## config.mk

```make
export PLATFORM = sky130hd
export DESIGN_NAME = jump_trace_buf
export DESIGN_NICKNAME = d
export VERILOG_FILES = /design/src/rtl/jtb_pkg.sv /design/src/rtl/jtb_slot.sv /design/src/rtl/jtb_fifo_ptr.sv /design/src/rtl/jtb_hit_mux.sv /design/src/rtl/jump_trace_buf.sv
export SDC_FILE = /design/constraint.sdc
export NUM_CORES = 1
export LEC_CHECK = 0
export ABC_AREA = 1
export BUFFER_PORTS_ARGS = -buffer_cell sky130_fd_sc_hd__buf_2
export CORE_ASPECT_RATIO = 0.5
export CORE_MARGIN = 2
export CORE_UTILIZATION = 30
export CTS_CLUSTER_DIAMETER = 30
export CTS_CLUSTER_SIZE = 28
export DETAILED_ROUTE_END_ITERATION = 16
export RECOVER_POWER = 100
export SETUP_SLACK_MARGIN = 0.3
export SLEW_MARGIN = 20
export SYNTH_ARGS = -nofsm -noshare
export SYNTH_HDL_FRONTEND = slang
export SYNTH_HIERARCHICAL = 1
export SYNTH_SLANG_ARGS = --single-unit
```

## constraint.sdc

```tcl
create_clock -name clk -period 4.7 [get_ports clk]
set_input_delay 0.705 -clock clk [delete_from_list [all_inputs] [get_ports clk]]
set_output_delay 0.705 -clock clk [all_outputs]
set_load 0.05 [all_outputs]
```

## src/rtl/jtb_pkg.sv

```systemverilog
package jtb_pkg;

   function automatic bit jtb_is_pow2(input int n);
      return (n > 0) && ((n & (n - 1)) == 0);
   endfunction

   function automatic int jtb_ptr_w(input int n);
      return (n > 1) ? $clog2(n) : 1;
   endfunction

endpackage

```

## src/rtl/jtb_slot.sv

```systemverilog
module jtb_slot #(
   parameter int ADDR_W = 32
) (
   input  logic              clk,
   input  logic              rst_n,
   input  logic              clr,
   input  logic              we,
   input  logic [ADDR_W-1:0] wr_from,
   input  logic [ADDR_W-1:0] wr_to,
   input  logic [ADDR_W-1:0] look_pc,
   input  logic [ADDR_W-1:0] chk_pc,
   output logic              vld,
   output logic              look_hit,
   output logic              chk_hit,
   output logic [ADDR_W-1:0] tgt
);

   logic              vld_q;
   logic [ADDR_W-1:0] from_q;
   logic [ADDR_W-1:0] to_q;

   always_ff @(posedge clk or negedge rst_n) begin
      if (!rst_n) begin
         vld_q  <= 1'b0;
         from_q <= '0;
         to_q   <= '0;
      end else if (clr) begin
         vld_q  <= 1'b0;
      end else if (we) begin
         vld_q  <= 1'b1;
         from_q <= wr_from;
         to_q   <= wr_to;
      end
   end

   assign vld      = vld_q;
   assign look_hit = vld_q && (from_q == look_pc);
   assign chk_hit  = vld_q && (from_q == chk_pc);
   assign tgt      = to_q;

endmodule

```

## src/rtl/jtb_fifo_ptr.sv

```systemverilog
module jtb_fifo_ptr
   import jtb_pkg::*;
#(
   parameter int DEPTH = 8,
   parameter int PTR_W = jtb_ptr_w(DEPTH)
) (
   input  logic             clk,
   input  logic             rst_n,
   input  logic             clr,
   input  logic             adv,
   output logic [PTR_W-1:0] ptr,
   output logic [DEPTH-1:0] sel
);

   logic [PTR_W-1:0] ptr_q;
   logic [PTR_W-1:0] ptr_nxt;

   generate
      if (jtb_is_pow2(DEPTH)) begin : g_wrap_free
         assign ptr_nxt = ptr_q + 1'b1;
      end else begin : g_wrap_cmp
         assign ptr_nxt = (ptr_q == PTR_W'(DEPTH - 1)) ? '0 : ptr_q + 1'b1;
      end
   endgenerate

   always_ff @(posedge clk or negedge rst_n) begin
      if (!rst_n)      ptr_q <= '0;
      else if (clr)    ptr_q <= '0;
      else if (adv)    ptr_q <= ptr_nxt;
   end

   for (genvar i = 0; i < DEPTH; i++) begin : g_dec
      assign sel[i] = (ptr_q == PTR_W'(i));
   end

   assign ptr = ptr_q;

endmodule

```

## src/rtl/jtb_hit_mux.sv

```systemverilog
module jtb_hit_mux #(
   parameter int ADDR_W = 32,
   parameter int DEPTH  = 8
) (
   input  logic [DEPTH-1:0]        hit,
   input  logic [DEPTH*ADDR_W-1:0] tgt_flat,
   output logic                    any_hit,
   output logic [ADDR_W-1:0]       target
);

   always_comb begin
      target = '0;
      for (int i = 0; i < DEPTH; i++) begin
         if (hit[i]) target = target | tgt_flat[i*ADDR_W +: ADDR_W];
      end
   end

   assign any_hit = |hit;

endmodule

```

## src/rtl/jump_trace_buf.sv

```systemverilog
module jump_trace_buf
   import jtb_pkg::*;
#(
   parameter int ADDR_W = 32,
   parameter int DEPTH  = 8
) (
   input  logic              clk,
   input  logic              rst_n,
   input  logic [ADDR_W-1:0] look_pc,
   output logic              pred_taken,
   output logic [ADDR_W-1:0] pred_target,
   input  logic              ins_valid,
   input  logic [ADDR_W-1:0] ins_from,
   input  logic [ADDR_W-1:0] ins_to,
   input  logic              flush
);

   localparam int PTR_W = jtb_ptr_w(DEPTH);

   generate
      if (DEPTH < 2)  begin : g_bad_depth $error("jump_trace_buf: DEPTH must be at least 2"); end
      if (ADDR_W < 1) begin : g_bad_addr  $error("jump_trace_buf: ADDR_W must be positive"); end
   endgenerate

   logic [DEPTH-1:0]        valid_q;
   logic [DEPTH-1:0]        look_hit;
   logic [DEPTH-1:0]        dup_hit;
   logic [DEPTH-1:0]        slot_sel;
   logic [DEPTH-1:0]        slot_we;
   logic [DEPTH*ADDR_W-1:0] tgt_flat;
   logic [PTR_W-1:0]        wr_ptr;
   logic                    accept;

   assign accept  = ins_valid && !flush && !(|dup_hit);
   assign slot_we = slot_sel & {DEPTH{accept}};

   jtb_fifo_ptr #(.DEPTH(DEPTH), .PTR_W(PTR_W)) u_ptr (
      .clk   (clk),
      .rst_n (rst_n),
      .clr   (flush),
      .adv   (accept),
      .ptr   (wr_ptr),
      .sel   (slot_sel)
   );

   for (genvar i = 0; i < DEPTH; i++) begin : g_slot
      jtb_slot #(.ADDR_W(ADDR_W)) u_slot (
         .clk      (clk),
         .rst_n    (rst_n),
         .clr      (flush),
         .we       (slot_we[i]),
         .wr_from  (ins_from),
         .wr_to    (ins_to),
         .look_pc  (look_pc),
         .chk_pc   (ins_from),
         .vld      (valid_q[i]),
         .look_hit (look_hit[i]),
         .chk_hit  (dup_hit[i]),
         .tgt      (tgt_flat[i*ADDR_W +: ADDR_W])
      );
   end

   jtb_hit_mux #(.ADDR_W(ADDR_W), .DEPTH(DEPTH)) u_mux (
      .hit      (look_hit),
      .tgt_flat (tgt_flat),
      .any_hit  (pred_taken),
      .target   (pred_target)
   );

endmodule

```

==> results.json, run 1 <==
{
  "drc": 0,
  "reg2reg_to": "g_slot[6].u_slot/tgt[12]",
  "synth_cell_types": 27,
  "grt_pass1_vias": 25700,
  "syn-cell-area_um2": 31700,
  "max_slew_margin_pct": -95.2,
  "syn_inst": 3980,
  "path_class": "primary input to register",
  "place.port_buffers": 132,
  "reg2reg_depth": 14,
  "std_cell_rows": 84,
  "clkSlewWorstSetupHoldPaths_ps": 50,
  "clock_sinks": 523,
  "wl_um": 112000,
  "antenna_found_initial": 8,
  "die_area_um2": 108000,
  "wl_per_cell_um": 19.6,
  "clk_latency_ps": 690,
  "rrSetupSlack_ps": 930,
  "whs_path_depth": 2,
  "hp-start": "ins_to[1]",
  "min_period_over_period_pct": 96.1,
  "power_mw": 15.9,
  "violations": "capacitance limit, slew limit",
  "dr.first_iter.drc_count": 2468,
  "ctsHoldBuffers": 0,
  "powerDensity_nw_per_um2": 435,
  "p_leak_nw": 20.0,
  "register_area_um2": 13100,
  "post_cts_resize_count": 0,
  "clock_path_buffers": 3,
  "maxCapViolCount": 1,
  "antenna_left": 0,
  "fin_cells": 5701,
  "syn_area_per_cell_um2": 7.96,
  "num_vias": 26400,
  "maxSlewViolCount": 100,
  "die-width_um": 464,
  "grt_max_degree": 104,
  "ys.flop_type": "dfrtp_1",
  "cts_tree": "done",
  "htree_levels": 3,
  "outcome": "finished, violations left",
  "n_fill_cell": 11200,
  "routed_via_density": 4.63,
  "multiInputGateArea_um2": 14600,
  "worstPathArrival_ps": 5070,
  "start_util_pct": 30.2,
  "cp-end-kind": "register",
  "io_pins": 133,
  "worstSetupStartpointType": "primary input",
  "max_slew.worst_pin.slew_ps": 2930,
  "coreArea_um2": 105000,
  "ys_warn_count": 6,
  "hold_violations": 0,
  "grt_util_met1_pct": 26.5,
  "min_to": "g_slot[6].u_slot/tgt[1]",
  "mostFrequentLayoutCell": "nand2_1",
  "ys_seq_elements": 523,
  "required_ps": 5250,
  "finalCriticalPeriod_ps": 4520,
  "rsz0062_at_grt": "no",
  "grt_util_met2_pct": 33.7,
  "placed_cells": 5477,
  "cts_root_buf": "clkbuf_16",
  "drive_gt1_share_pct": 10.7,
  "grt.busiest_layer": "met2",
  "first_pass_iters": 6,
  "hp-class": "primary input to register",
  "dp_hpwl_um": 79500,
  "grt_pass1_wl_um": 167000,
  "synth_nets": 4086,
  "ir_worst_vdd_mv": 0.286,
  "cts_buffers": 113,
  "cts_setup_buffers": 3,
  "final_core_util_pct": 34.9,
  "async_reset_ff_share_pct": 100,
  "max_freq_mhz": 221,
  "gr-usage-met3_pct": 3.30,
  "fin_tns_setup_ps": 0,
  "mostFrequentLayoutCells": "1398 x nand2_1, 549 x nor2_1, 523 x dfrtp_1",
  "synth_edf_count": 0,
  "die_h_um": 234,
  "path_max_fanout": 24,
  "r2r_start": "g_slot[1].u_slot/from_q[7]",
  "grt_usage_pct": 20.3,
  "nNetsFinal": 4282,
  "setup_viol": 0,
  "syn_to_final_growth_pct": 15.5,
  "overflow": 0,
  "synth_seq_area_share_pct": 41.3,
  "skew_ps": 40.5,
  "place.gp.congestion": 0.977
}
## cell type report
class / count / area share [%]
multi-input cells: 2829 / 39.8
flip-flops and latches: 523 / 35.8
clock buffers: 136 / 8.27
inverters: 515 / 5.28
well taps: 1419 / 4.85
repair buffers: 194 / 3.44
clock inverters: 78 / 2.54
diodes: 7 / 0.0479
## Yosys cell counts, types with 2 or more instances
master,number,area (um^2)
a21oi_1,216,1080
buf_12,2,40.0
buf_4,2,15.0
buf_6,82,923
clkbuf_1,24,90.1
clkbuf_8,2,27.5
dfrtp_1,523,13100
ha_1,6,75.1
inv_1,515,1930
mux2_2,8,90.1
mux2_4,304,4560
nand2_1,1397,5240
nand2_2,20,125
nand3_1,33,165
nor2_1,557,2090
nor2_2,5,31.3
nor3_1,24,120
nor3_2,8,80.1
o211ai_1,24,180
o21ai_0,72,360
or2_1,8,50.1
xnor2_1,88,771
xor2_1,56,490
## cell families after synthesis
family	after synthesis	synth area share, %
flops	523	41.3
xor+xnor	144	3.98
buf+inv	628	9.58
simple gates	2055	25.1
mux	312	14.7
fa+ha+maj	6	0.237
compound gates	312	5.12
## worst max-delay path by stage
stage / cells past startpoint / endpoint / startpoint
3_3_place_gp: 15 / pred_target[8] / look_pc[3]
6_report: 16 / g_slot[6].u_slot/tgt[12] / ins_from[7]
4_1_cts: 14 / pred_target[8] / g_slot[3].u_slot/from_q[9]
2_1_floorplan: 14 / pred_target[10] / look_pc[31]
5_1_grt: 14 / pred_target[16] / g_slot[3].u_slot/from_q[9]
3_5_place_dp: 15 / pred_target[8] / look_pc[3]
## power by group
group	internal (mW)	total [mW]	switching (mW)	leakage, nW
clock network	5.35	8.23	2.88	1.90
logic	0.754	2.15	1.39	11.9
registers	5.11	5.56	0.444	6.20
total	11.2	15.9	4.71	20.0
## critical path: stages
cell and delay [ps]:
clkbuf_1 950, inv_1 90, nand2_1 240, nand2_1 80, nor2_1 80, nand2_1 120
nor2_1 280, nand3_1 320, nor2_1 200, nor2_2 50, nand2_1 330, nor3_1 100
inv_1 90, or2_4 380, clkbuf_1 610, mux2_1 390
## through the flow
step | setup slack [ps] | area, um^2 | hold slack (ps)
floorplan | 2040 | 31700 | 409
global placement | 389 | 33900 | 491
detailed placement | 372 | 33900 | 491
CTS | 370 | 37900 | 128
global route | 161 | 36600 | 333
finish | 184 | 36600 | 349
## layer usage
layer  wire, um  vias up  part of all wire (%)
met5          0        -                     0
met4       4670        0                   4.2
met3       6330      206                   5.7
met2      52400      784                    47
met1      48300    12800                    43
li1           -    12600                     -
## sequential cells by signal, indices dropped and copies added (netlist names)
register              count
g_slot.u_slot/from_q    256
g_slot.u_slot/tgt       256
g_slot.u_slot/vld         8
u_ptr/ptr                 3
Note: power is estimated with default switching activity, not from simulation.
==> run 2: changes to the inputs <==
Settings changed: CORE_UTILIZATION 30 to 60, PLACE_DENSITY set to 0.78.
==> run 2 against run 1 <==
  * The flow still finishes with violations (capacitance limit, slew limit)
  * Cell area decreased by 6.0%
  * Combinational power shrank 2%
  * Clock power decreased by 23%
  * Sequential cell count is the same
  * Register-to-register slack improved by 100 ps
  * Die area decreased by 49%
  * Critical path depth fell by 2
  * Count of clock-buffer cells in the layout is 39 lower
==> results.json, run 2 (synthesis results as in run 1) <==
{
  "outcome": "finished, violations left",
  "violations": "capacitance limit, slew limit",
  "path_class": "primary input to output port",
  "antenna_found_initial": 6,
  "max_freq_mhz": 230,
  "antenna_left": 0,
  "grt_usage_pct": 36.5,
  "p_int_mw": 9.71,
  "p_clk_share_pct": 45.1,
  "wl_um": 98900,
  "worstPathArrival_ps": 3640,
  "path_buf_inv": 3,
  "cts_tree": "done",
  "clock_path_buffers": 3,
  "die_area_um2": 54800,
  "path_delay_family": "simple AND/OR/NAND/NOR gates",
  "nNetsFinal": 4240,
  "dp_hpwl_um": 67100,
  "coreArea_um2": 52000,
  "finalCriticalPeriod_ps": 4350,
  "max_slew_margin_pct": -47.9,
  "post_cts_resize_count": 0,
  "path_max_fanout": 18,
  "fin_hold_ws_ps": 396,
  "hold_violations": 0,
  "rrSetupSlack_ps": 1030,
  "whs_path_depth": 2,
  "crit_top_cell": "nand2_1",
  "std_cell_rows": 59,
  "ctsHoldBuffers": 0,
  "drive_gt1_share_pct": 9.00,
  "clkSlewWorstSetupHoldPaths_ps": 60,
  "required_ps": 3990,
  "hp-class": "primary input to register",
  "die_h_um": 166,
  "placed_area_um2": 32900,
  "dr.first_iter.drc_count": 3209,
  "slowest_delay_ps": 760,
  "worstSetupStartpointType": "primary input",
  "grt_max_degree": 107,
  "rsz0062_at_grt": "no",
  "syn_to_final_growth_pct": 8.60,
  "htree_levels": 3,
  "final_area_um2": 34400,
  "routed_via_density": 5.47,
  "maxCapViolCount": 4,
  "hp-start": "ins_to[28]",
  "p_sw_share_pct": 30.5,
  "cts_root_buf": "clkbuf_16",
  "start_util_pct": 60.9,
  "wl_per_cell_um": 20.2,
  "clk_latency_ps": 630,
  "mostFrequentLayoutCells": "1398 x nand2_1, 549 x nor2_1, 523 x dfrtp_1",
  "first_pass_iters": 6,
  "clock_sinks": 523,
  "n_fill_cell": 4572,
  "num_vias": 26900,
  "reg2reg_to": "g_slot[4].u_slot/tgt[14]",
  "grt_pass1_wl_um": 154000,
  "cts_setup_buffers": 0,
  "grt_pass1_vias": 26200,
  "overflow": 0,
  "setup_viol": 0,
  "cts_buffers": 81,
  "die-width_um": 329,
  "place.gp.congestion": 1.02,
  "drc": 0,
  "io_pins": 133,
  "reg2reg_depth": 14,
  "min_period_over_period_pct": 92.5,
  "fin_tns_setup_ps": 0,
  "max_slew.worst_pin.slew_ps": 2220,
  "min_to": "g_slot[1].u_slot/tgt[28]",
  "critical_path.cell_chain": "clkbuf_2 > inv_1 > nand2_1 > nand2_1 > nor2_1 > nand2_1 > nor2_1 > nand3_1 > nor2_2 > nand2_1 > nand2_1 > nor2_1 > nand2_1 > clkbuf_1",
  "p_leak_nw": 19.4,
  "place.port_buffers": 132,
  "worst_path_max_delay_cell": "nor2_2",
  "seq_power_share_pct": 39.9,
  "powerDensity_nw_per_um2": 407,
  "switchingPower_mw": 4.27,
  "maxSlewViolCount": 266,
  "skew_ps": 29.7,
  "combPwrFrac_pct": 15.0,
  "r2r_start": "g_slot[6].u_slot/from_q[9]",
  "ir_worst_vdd_mv": 0.295,
  "mostFrequentLayoutCell": "nand2_1",
  "cp-end-kind": "output port"
}
==> run 2: cell types whose count changed in the layout (fill, tap and decap cells not counted), sizes merged <==
cell,delta
bufinv,-5
clkinvlp,-9
buf,+3
clkinv,-11
diode,-2
clkbuf,-52
==> run 2: per-layer routing <==
metal  track usage [%]  vias to the layer above  routed length, um
met5                 0                        -                  0
met2              56.4                     1309              44700
li1                  -                    12500                  -
met1              50.9                    12800              41200
met3              6.08                      244               8560
met4              16.2                        0               4510
==> run 2: cell type report <==
type                            count  area (um^2)  area share (%)
Multi-Input combinational cell   2829        14500            42.2
Sequential cell                   523        13100            38.0
Clock buffer                       97         2190            6.37
Inverter                          515         1930            5.62
Timing Repair Buffer              184         1130            3.30
Tap cell                          701          877            2.55
Clock inverter                     53          654            1.90
Antenna cell                        5         12.5          0.0364
==> run 2: worst max path at each step <==
stage / from / endpoint / slack, ps / cells after the start
2_1_floorplan: look_pc[31] / pred_target[10] / 2040 / 14
3_3_place_gp: look_pc[5] / pred_target[16] / 730 / 15
3_5_place_dp: ins_from[13] / g_slot[1].u_slot/tgt[4] / 720 / 16
4_1_cts: g_slot[4].u_slot/from_q[25] / pred_target[9] / 600 / 14
5_1_grt: look_pc[10] / pred_target[19] / 200 / 14
6_report: look_pc[10] / pred_target[5] / 350 / 14
==> run 2: power groups by stage <==
| stage | registers (mW) | logic, mW | clock network (mW) |
|---|---|---|---|
| after detailed placement | 5.62 | 2.33 | 0 |
| after global placement | 5.60 | 2.27 | 0 |
| after floorplan | 5.48 | 1.55 | 0 |
| final | 5.58 | 2.10 | 6.31 |
| after CTS | 5.58 | 2.36 | 6.36 |
| after global routing | 5.64 | 2.33 | 6.59 |
==> run 2: worst register-to-register path, cell delays in order, from the launching register on <==
cell and delay (ps):
dfrtp_1 370, inv_1 130, o21ai_0 180, nor2_1 140, nand2_1 70, nor2_1 340
nand3_1 300, nor2_1 270, nor2_2 50, nand2_1 270, nor3_1 90, inv_1 90
or2_4 310, clkbuf_4 550, mux2_1 400
==> run 2: through the flow <==
| step | setup slack, ps | utilization (%) | power (mW) | instances |
|---|---|---|---|---|
| floorplan | 2040 | - | 7.03 | 3980 |
| detailed placement | 719 | 63.2 | 7.95 | 4752 |
| CTS | 605 | 68.6 | 14.3 | 4902 |
| global placement | 729 | 63.2 | 7.87 | 4752 |
| global route | 203 | 66.1 | 14.6 | 4907 |
| finish | 354 | 66.1 | 14.0 | 4907 |
